==> src/rtl/dacbus_pkg.sv <==
package dacbus_pkg;

  typedef enum logic [1:0] {
    PH_IDLE    = 2'd0,
    PH_SETUP   = 2'd1,
    PH_STROBE  = 2'd2,
    PH_RECOVER = 2'd3
  } phase_e;

  function automatic int imax(input int a, input int b);
    return (a > b) ? a : b;
  endfunction

endpackage

==> src/rtl/dacbus_seq.sv <==
module dacbus_seq
  import dacbus_pkg::*;
#(
  parameter int S_WR = 2,
  parameter int L_WR = 2,
  parameter int R_WR = 2,
  parameter int S_RD = 1,
  parameter int L_RD = 7,
  parameter int R_RD = 2
) (
  input  logic   clk,
  input  logic   rst_n,
  input  logic   start,
  input  logic   start_wr,
  input  logic   wr_q,
  output phase_e phase,
  output logic   last
);

  localparam int MAXL = imax(imax(imax(S_WR, L_WR), imax(R_WR, S_RD)), imax(L_RD, R_RD));
  localparam int CW   = $clog2(MAXL + 1);

  phase_e        phase_q, phase_d;
  logic [CW-1:0] cnt_q, cnt_d;
  logic          cnt_zero;

  assign cnt_zero = (cnt_q == '0);

  always_comb begin
    phase_d = phase_q;
    cnt_d   = cnt_q;
    unique case (phase_q)
      PH_IDLE: begin
        if (start) begin
          phase_d = PH_SETUP;
          cnt_d   = start_wr ? CW'(S_WR - 1) : CW'(S_RD - 1);
        end
      end
      PH_SETUP: begin
        if (cnt_zero) begin
          phase_d = PH_STROBE;
          cnt_d   = wr_q ? CW'(L_WR - 1) : CW'(L_RD - 1);
        end else begin
          cnt_d = cnt_q - 1'b1;
        end
      end
      PH_STROBE: begin
        if (cnt_zero) begin
          phase_d = PH_RECOVER;
          cnt_d   = wr_q ? CW'(R_WR - 1) : CW'(R_RD - 1);
        end else begin
          cnt_d = cnt_q - 1'b1;
        end
      end
      PH_RECOVER: begin
        if (cnt_zero) begin
          phase_d = PH_IDLE;
        end else begin
          cnt_d = cnt_q - 1'b1;
        end
      end
      default: begin
        phase_d = PH_IDLE;
        cnt_d   = '0;
      end
    endcase
  end

  always_ff @(posedge clk or negedge rst_n) begin
    if (!rst_n) begin
      phase_q <= PH_IDLE;
      cnt_q   <= '0;
    end else begin
      phase_q <= phase_d;
      cnt_q   <= cnt_d;
    end
  end

  assign phase = phase_q;
  assign last  = cnt_zero;

endmodule

==> src/rtl/dacbus_cmd_reg.sv <==
module dacbus_cmd_reg #(
  parameter int DW = 12
) (
  input  logic          clk,
  input  logic          rst_n,
  input  logic          load,
  input  logic          wr_in,
  input  logic          chan_in,
  input  logic [DW-1:0] data_in,
  output logic          wr_q,
  output logic          chan_q,
  output logic [DW-1:0] data_q
);

  always_ff @(posedge clk or negedge rst_n) begin
    if (!rst_n) begin
      wr_q   <= 1'b0;
      chan_q <= 1'b0;
      data_q <= '0;
    end else if (load) begin
      wr_q   <= wr_in;
      chan_q <= chan_in;
      data_q <= data_in;
    end
  end

endmodule

==> src/rtl/dacbus_rd_capture.sv <==
module dacbus_rd_capture #(
  parameter int DW = 12
) (
  input  logic          clk,
  input  logic          rst_n,
  input  logic          sample,
  input  logic [DW-1:0] din,
  output logic          valid,
  output logic [DW-1:0] data
);

  logic          valid_q;
  logic [DW-1:0] data_q;

  always_ff @(posedge clk or negedge rst_n) begin
    if (!rst_n) begin
      valid_q <= 1'b0;
    end else begin
      valid_q <= sample;
    end
  end

  always_ff @(posedge clk or negedge rst_n) begin
    if (!rst_n) begin
      data_q <= '0;
    end else if (sample) begin
      data_q <= din;
    end
  end

  assign valid = valid_q;
  assign data  = data_q;

endmodule

==> src/rtl/dacbus_ctrl.sv <==
module dacbus_ctrl
  import dacbus_pkg::*;
#(
  parameter int DW           = 12,
  parameter int T_ADDR_SETUP = 2,
  parameter int T_WR_LOW     = 2,
  parameter int T_DATA_SETUP = 2,
  parameter int T_GAP        = 2,
  parameter int T_RD_SETUP   = 1,
  parameter int T_ACCESS     = 7,
  parameter int T_RELEASE    = 2
) (
  input  logic          clk,
  input  logic          rst_n,
  input  logic          cmd_valid,
  output logic          cmd_ready,
  input  logic          cmd_write,
  input  logic          cmd_chan,
  input  logic [DW-1:0] cmd_data,
  output logic          rd_valid,
  output logic [DW-1:0] rd_data,
  output logic          bus_cs_n,
  output logic          bus_rw,
  output logic          bus_chan,
  output logic [DW-1:0] bus_dout,
  output logic          bus_oe,
  input  logic [DW-1:0] bus_din
);

  // Phase lengths in cycles, each at least one.
  localparam int S_WR = imax(T_ADDR_SETUP, 1);
  localparam int L_WR = imax(imax(T_WR_LOW, T_DATA_SETUP), 1);
  localparam int R_WR = imax(T_GAP, 1);
  localparam int S_RD = imax(T_RD_SETUP, 1);
  localparam int L_RD = imax(T_ACCESS, 1);
  localparam int R_RD = imax(imax(T_GAP, T_RELEASE), 1);

  phase_e        phase;
  logic          last;
  logic          accept;
  logic          wr_q;
  logic          chan_q;
  logic [DW-1:0] data_q;
  logic          busy;
  logic          sample;

  assign cmd_ready = (phase == PH_IDLE);
  assign accept    = cmd_valid && cmd_ready;

  dacbus_seq #(
    .S_WR(S_WR), .L_WR(L_WR), .R_WR(R_WR),
    .S_RD(S_RD), .L_RD(L_RD), .R_RD(R_RD)
  ) u_seq (
    .clk      (clk),
    .rst_n    (rst_n),
    .start    (accept),
    .start_wr (cmd_write),
    .wr_q     (wr_q),
    .phase    (phase),
    .last     (last)
  );

  dacbus_cmd_reg #(.DW(DW)) u_cmd (
    .clk     (clk),
    .rst_n   (rst_n),
    .load    (accept),
    .wr_in   (cmd_write),
    .chan_in (cmd_chan),
    .data_in (cmd_data),
    .wr_q    (wr_q),
    .chan_q  (chan_q),
    .data_q  (data_q)
  );

  assign sample = (phase == PH_STROBE) && last && !wr_q;

  dacbus_rd_capture #(.DW(DW)) u_cap (
    .clk    (clk),
    .rst_n  (rst_n),
    .sample (sample),
    .din    (bus_din),
    .valid  (rd_valid),
    .data   (rd_data)
  );

  assign busy     = (phase != PH_IDLE);
  assign bus_cs_n = (phase != PH_STROBE);
  assign bus_rw   = !(busy && wr_q);
  assign bus_oe   = busy && wr_q;
  assign bus_chan = chan_q;
  assign bus_dout = data_q;

endmodule

==> config.mk <==
export PLATFORM = sky130hd
export DESIGN_NAME = dacbus_ctrl
export DESIGN_NICKNAME = d
export VERILOG_FILES = /design/src/rtl/dacbus_pkg.sv /design/src/rtl/dacbus_seq.sv /design/src/rtl/dacbus_cmd_reg.sv /design/src/rtl/dacbus_rd_capture.sv /design/src/rtl/dacbus_ctrl.sv
export SDC_FILE = /design/constraint.sdc
export NUM_CORES = 1
export LEC_CHECK = 0
export BUFFER_PORTS_ARGS = -buffer_cell sky130_fd_sc_hd__buf_4
export CELL_PAD_IN_SITES_DETAIL_PLACEMENT = 1
export CELL_PAD_IN_SITES_GLOBAL_PLACEMENT = 1
export CORE_ASPECT_RATIO = 0.5
export CORE_MARGIN = 5
export CORE_UTILIZATION = 39
export CTS_CLUSTER_SIZE = 14
export DETAILED_ROUTE_END_ITERATION = 8
export GPL_TIMING_DRIVEN = 0
export HOLD_SLACK_MARGIN = 0.15
export PLACE_DENSITY_LB_ADDON = 0.1
export RECOVER_POWER = 50
export SYNTH_ARGS = -nofsm -noshare
export SYNTH_HDL_FRONTEND = slang
export SYNTH_SLANG_ARGS = --single-unit
==> constraint.sdc <==
create_clock -name clk -period 3.5 [get_ports clk]
set_input_delay 0.175 -clock clk [delete_from_list [all_inputs] [get_ports clk]]
set_output_delay 0.175 -clock clk [all_outputs]
set_load 0.005 [all_outputs]
==> impl_metrics.tcl, run 1 <==
set metrics [dict create \
    status "complete, but fails checks" \
    violations "max-capacitance violations, max-slew violations" \
    worst-path-buf-inv 3 \
    numCtsBuffers 5 \
    clk_latency_ps 290 \
    cp_data_arrival_time_ps 2120 \
    slew_viol_final 33 \
    clk_path_buf_depth 2 \
    worst_slew_pin_slew_ps 1760 \
    dr.pass1.iters 4 \
    final.period_utilization 0.557 \
    required_ps 3670 \
    fmax_mhz 513 \
    grt_pass1_wl_um 7560 \
    dieArea_um2 5050 \
    p_leak_nw 1.08 \
    worstPathCellList "inv_1, ha_1, inv_2, nor3_4, buf_6, mux2_2" \
    syn_nets 141 \
    synth_area_um2 1430 \
    cap_violations 1 \
    routed_wl_um 4500 \
    path_clk_slew_ps 60 \
    final_cell_mix "42 x buf_4, 32 x dfrtp_1, 26 x mux2_2, 26 x dlygate4sd3_1, 10 x clkbuf_4" \
    antenna_found_initial 0 \
    slew_headroom -0.171 \
    worstPathMaxFanout 10 \
    gp_congestion 0.765 \
    finClkSkew_ps 3.57 \
    fillCellCount 350 \
    drc_errors 0 \
    critPathLaunchType "flop" \
    drtAntennaViolNets 0 \
    synth.avg_cell_area_um2 13.6 \
    gr-total-overflow 0 \
    ys_ff_latch 32 \
    slowest_delay_ps 410 \
    holdCritPathClass "in -> reg" \
    cts.sinks 32 \
    drive_gt1_frac 0.464 \
    core_area_um2 3470 \
    nNetsFinal 232 \
    io_pins 59 \
    final_common_cell "buf_4" \
    seqCellArea_um2 801 \
    root_buffer "clkbuf_8" \
    path_delay_family "buffers and inverters" \
    start_util 0.412 \
    rsz0062_at_grt "false" \
    yosysWarnings 0 \
    synthDistinctLibCells 25 \
    min_period_ps 1950 \
    end_kind "flop" \
    via_count 1174 \
    synth_top_area_frac 0.560 \
    dp_hpwl_um 2570 \
    grt_max_degree 33 \
    die_h_um 52.8 \
    multiInputGateArea_um2 586 \
    cts_tree "done" \
    area_delta_synth_final_pct 57.0 \
    cp_slowest_cell "dfrtp_1" \
    hold_violations 0 \
    row_count 15 \
    via_per_inst 4.75 \
    ys_seq_area_frac 0.560 \
    powerDensity_nw_per_um2 847 \
    htree_num_levels 2 \
    diodes 0 \
    ir_drop_uv 414 \
    yosys.area.top_type "dfrtp_1" \
    grt_pass1_vias 1399 \
    fin_setup_tns_ps 0 \
    die_w_um 95.6 \
    crit_type "reg -> reg" \
    portBuffers 58 \
    grtUsageTotal 0.209 \
    power_mw 1.90 \
    dr.first_iter.drc_count 9 \
    wl_per_cell_um 18.2 \
    setup_viol 0 \
    synth_area_leaders "dfrtp_1 56%, mux2_2 20%, ha_1 6.1%" \
    synthCells 105 \
]
## state kept, by name, summed over array words and instances, names as in the netlist
signal        flops
u_seq.cnt_q       3
u_cmd.data_q     12
u_cmd.wr_q        1
u_seq.phase       2
u_cap.data       12
u_cmd.chan_q      1
u_cap.valid       1
## repair_timing
| action | 4_1_cts | 5_1_grt |
|---|---|---|
| endpoints found under the hold margin | 57 | 0 |
| gates resized for setup | 0 | 0 |
| endpoints found under the setup margin | 0 | 0 |
| buffers inserted | 0 | 0 |
| hold buffers | 26 | 0 |
## area by class of cell
class	count	share of cell area
sequential	32	0.357
timing repair buffer	84	0.300
multi-input combinational	64	0.261
clock buffer	6	0.0323
tap	51	0.0284
inverter	7	0.0117
buffer	2	0.00725
clock inverter	1	0.00223
## Yosys cell counts, drive strengths merged
cell      n
a2bb2oi   1
a21oi     4
nand2b    3
nor2b     2
buf       2
o21bai    1
or2       1
ha        7
dfrtp    32
a22o      1
o31ai     2
a21o      3
a22oi     2
a211oi    1
inv       7
nor2      2
nand2     4
o32a      1
mux2     26
o21ai     2
nor3      1
## logic make-up after synthesis
family	Yosys count	synth area share
flip-flops	32	0.560
AO/OA/AOI/OAI	18	0.0884
multiplexers	26	0.205
buffers and inverters	9	0.0298
adder cells (fa/ha/maj)	7	0.0613
AND/OR/NAND/NOR	13	0.0552
## metal layers
metal	vias up	wire length, um	track usage
met5	-	0	0
met3	7	261	0.0775
li1	549	-	-
met1	589	1810	0.225
met4	0	55	0.0613
met2	29	2380	0.386
## worst reg2reg max path: cells and delay by family (launching register included)
| family | cells | cell delay, ps |
|---|---|---|
| flops | 1 | 410 |
| buf+inv | 3 | 420 |
| fa+ha+maj | 1 | 290 |
| mux | 1 | 360 |
| simple gates | 1 | 350 |
## stage by stage
step / hold WS (ps) / utilization / instances / setup WS (ps) / instance area (um2)
floorplan: -121 / - / 105 / 1840 / 1430
global placement: 140 / 0.555 / 214 / 1630 / 1930
detailed placement: 135 / 0.555 / 214 / 1610 / 1930
CTS: 204 / 0.653 / 247 / 1600 / 2270
global route: 226 / 0.646 / 247 / 1200 / 2240
finish: 207 / 0.646 / 247 / 1550 / 2240
## where the power goes
part / internal [mW] / switching (mW)
clock: 0.135 / 0.136
sequential: 0.558 / 0.129
combinational: 0.534 / 0.409
total: 1.23 / 0.673
## final timing paths
kind                                                 start                     endpoint  slack (ps)  cells after the start
worst min-delay path                             cmd_valid   u_seq.cnt_q[2]$_DFFE_PN0P_         210                      4
max in group asynchronous                            rst_n  u_cmd.data_q[2]$_DFFE_PN0P_        1600                      2
worst min register to register  u_seq.cnt_q[1]$_DFFE_PN0P_   u_seq.cnt_q[1]$_DFFE_PN0P_         490                      2
min in group asynchronous                            rst_n    u_cap.data[8]$_DFFE_PN0P_         880                      2
worst max register to register  u_seq.phase[0]$_DFFE_PN0P_   u_cap.data[11]$_DFFE_PN0P_        1550                      6
worst max-delay path            u_seq.phase[0]$_DFFE_PN0P_   u_cap.data[11]$_DFFE_PN0P_        1550                      6
(Power assumes the default switching activity.)
==> run 2, diff against run 1 <==
- CORE_UTILIZATION: 39 -> 33
- clock period: 3.5 -> 1.79 ns (I/O delays scaled with it)
==> run 2 against run 1 <==
Worst setup slack got worse by 1500 ps. Combinational power increased by 99%. Sequential power increased by 89%. The flow now finishes without violations. Via count decreased by 0.51%. Power increased by 99%. Global-route usage decreased by 6.1 points. Highest routed layer unchanged. First-iteration DRC count increased to 3.3 times the previous value. Die area increased by 15%. Critical path type unchanged. Sequential share of layout area decreased by 1.2 points. Routed wire length decreased by 16%. Critical path depth unchanged. Clock power increased by 120%.
==> impl_metrics.tcl, run 2 (synthesis results as in run 1) <==
set metrics [dict create \
    status "finished, final reports clean" \
    clk_path_buf_depth 2 \
    cp_data_arrival_time_ps 1910 \
    portBuffers 58 \
    final_common_cell "buf_4" \
    dp_hpwl_um 2660 \
    diodes 0 \
    whs_ps 433 \
    grt_use_met2 0.255 \
    dieArea_um2 5830 \
    required_ps 1950 \
    cp-endpoint "u_seq.phase[1]$_DFFE_PN0P_" \
    p_sw_mw 1.23 \
    internal_power_mw 2.54 \
    gp_congestion 0.736 \
    rsz0062_at_grt "true" \
    die_w_um 103 \
    worst_slew_pin_slew_ps 798 \
    via_count 1168 \
    ir_drop_uv 680 \
    slew_headroom 0.468 \
    fmax_mhz 571 \
    slew_viol_final 0 \
    r2r-end "u_seq.phase[1]$_DFFE_PN0P_" \
    final_util 0.574 \
    htree_num_levels 2 \
    hold_violations 0 \
    dr.first_iter.drc_count 30 \
    grt_pass1_wl_um 6720 \
    io_pins 59 \
    grt_pass1_vias 1343 \
    antenna_found_initial 0 \
    routed_wl_um 3800 \
    drc_errors 0 \
    core_area_um2 4040 \
    min_period_ps 1750 \
    drive_gt1_frac 0.503 \
    pwr-share-seq 0.345 \
    power.share.clock 0.157 \
    p_leak_nw 1.12 \
    cap_violations 0 \
    row_count 16 \
    grtUsageTotal 0.148 \
    cts.sinks 32 \
    reg2reg_slack_ps 40 \
    clk_latency_ps 270 \
    ff2ff_path_depth 6 \
    nNetsFinal 235 \
    root_buffer "clkbuf_8" \
    crit_type "reg -> reg" \
    holdCritPathClass "in -> async" \
    area_delta_synth_final_pct 62.4 \
    final_cell_mix "50 x buf_4, 32 x dfrtp_1, 28 x dlygate4sd3_1, 26 x mux2_2" \
    worstPathMaxFanout 4 \
    powerDensity_nw_per_um2 1630 \
    gr-total-overflow 0 \
    combPwrFrac 0.497 \
    via_per_inst 4.62 \
    grt_max_degree 33 \
    start_util 0.353 \
    cts_tree "done" \
    critPathLaunchType "flop" \
    startpoint "u_seq.phase[0]$_DFFE_PN0P_" \
    final.period_utilization 0.979 \
    swShare 0.327 \
    path_clk_slew_ps 70 \
    finClkSkew_ps 4.88 \
    wl_per_cell_um 15.0 \
    die_h_um 56.5 \
    numCtsBuffers 5 \
    end_kind "flop" \
    dr.pass1.iters 4 \
    drtAntennaViolNets 0 \
    grt_use_met1 0.174 \
    setup_viol 0 \
    reg2reg_from "u_seq.phase[0]$_DFFE_PN0P_" \
    grtUsageMet3 0.0569 \
    grt.busiest_layer "met2" \
]
-- run 2: cell types whose count changed in the layout (fill, tap and decap cells not counted), moves of 2 or more --
cell,before,now
ha_2,0,2
clkbuf_8,5,7
dlygate4sd3_1,26,28
buf_4,42,50
clkbuf_4,10,7
ha_1,7,5
clkbuf_1,7,2
-- run 2: per-stage QoR --
stage	TNS [ps]	worst slack (ps)	total power [mW]	instance area (um2)	instances
final	0	38.2	3.77	2320	253
after global routing	-355	-48.5	4.09	2320	253
after CTS	0	23.1	3.82	2320	253
after detailed placement	-1190	-142	3.15	1930	217
after global placement	-813	-91.2	3.08	1930	217
after floorplan	0	126	2.30	1430	105
-- run 2: power groups by stage --
| stage | clock network (mW) | registers, mW | logic (mW) |
|---|---|---|---|
| after floorplan | 0 | 1.31 | 0.989 |
| after global placement | 0 | 1.29 | 1.79 |
| after detailed placement | 0 | 1.32 | 1.83 |
| after CTS | 0.620 | 1.31 | 1.90 |
| after global routing | 0.648 | 1.36 | 2.08 |
| final | 0.593 | 1.30 | 1.88 |
-- run 2: final cells by class --
class                           count  area (um2)
Timing Repair Buffer               87         713
Fill cell                         427        1720
Sequential cell                    32         801
Buffer                              2        18.8
Multi-Input combinational cell     64         598
Tap cell                           54        67.6
Clock buffer                        7        96.3
Inverter                            7        26.3
-- run 2: worst max-delay path, cell delays in order, from the launching register on --
cell and delay (ps):
dfrtp_1 400, inv_1 100, ha_1 260, nor2b_1 180, o21bai_1 170, a21oi_1 190, mux2_2 350
-- run 2: worst min path at each step --
stage / slack, ps / startpoint / cells past startpoint / endpoint
after CTS: 300 / rst_n / 2 / u_cmd.data_q[10]$_DFFE_PN0P_
after floorplan: -210 / rst_n / 0 / u_cap.data[0]$_DFFE_PN0P_
final: 430 / rst_n / 2 / u_cmd.data_q[8]$_DFFE_PN0P_
after detailed placement: 60 / rst_n / 1 / u_cap.data[11]$_DFFE_PN0P_
after global placement: 60 / rst_n / 1 / u_cap.data[11]$_DFFE_PN0P_
after global routing: 520 / rst_n / 2 / u_cmd.data_q[7]$_DFFE_PN0P_
-- run 2: timing repair --
action | 4_1_cts | 5_1_grt
pin swaps | 1 | 0
buffers inserted | 1 | 0
setup endpoints to repair | 9 | 21
gates resized for setup | 1 | 4
hold endpoints to repair | 59 | 0
hold buffers | 28 | 0
-- run 2: per-layer routing --
metal  routed length, um  part of all wire
met1                1570              0.41
met2                1960              0.52
met3                 247             0.065
met4                  23            0.0060
met5                   0                 0
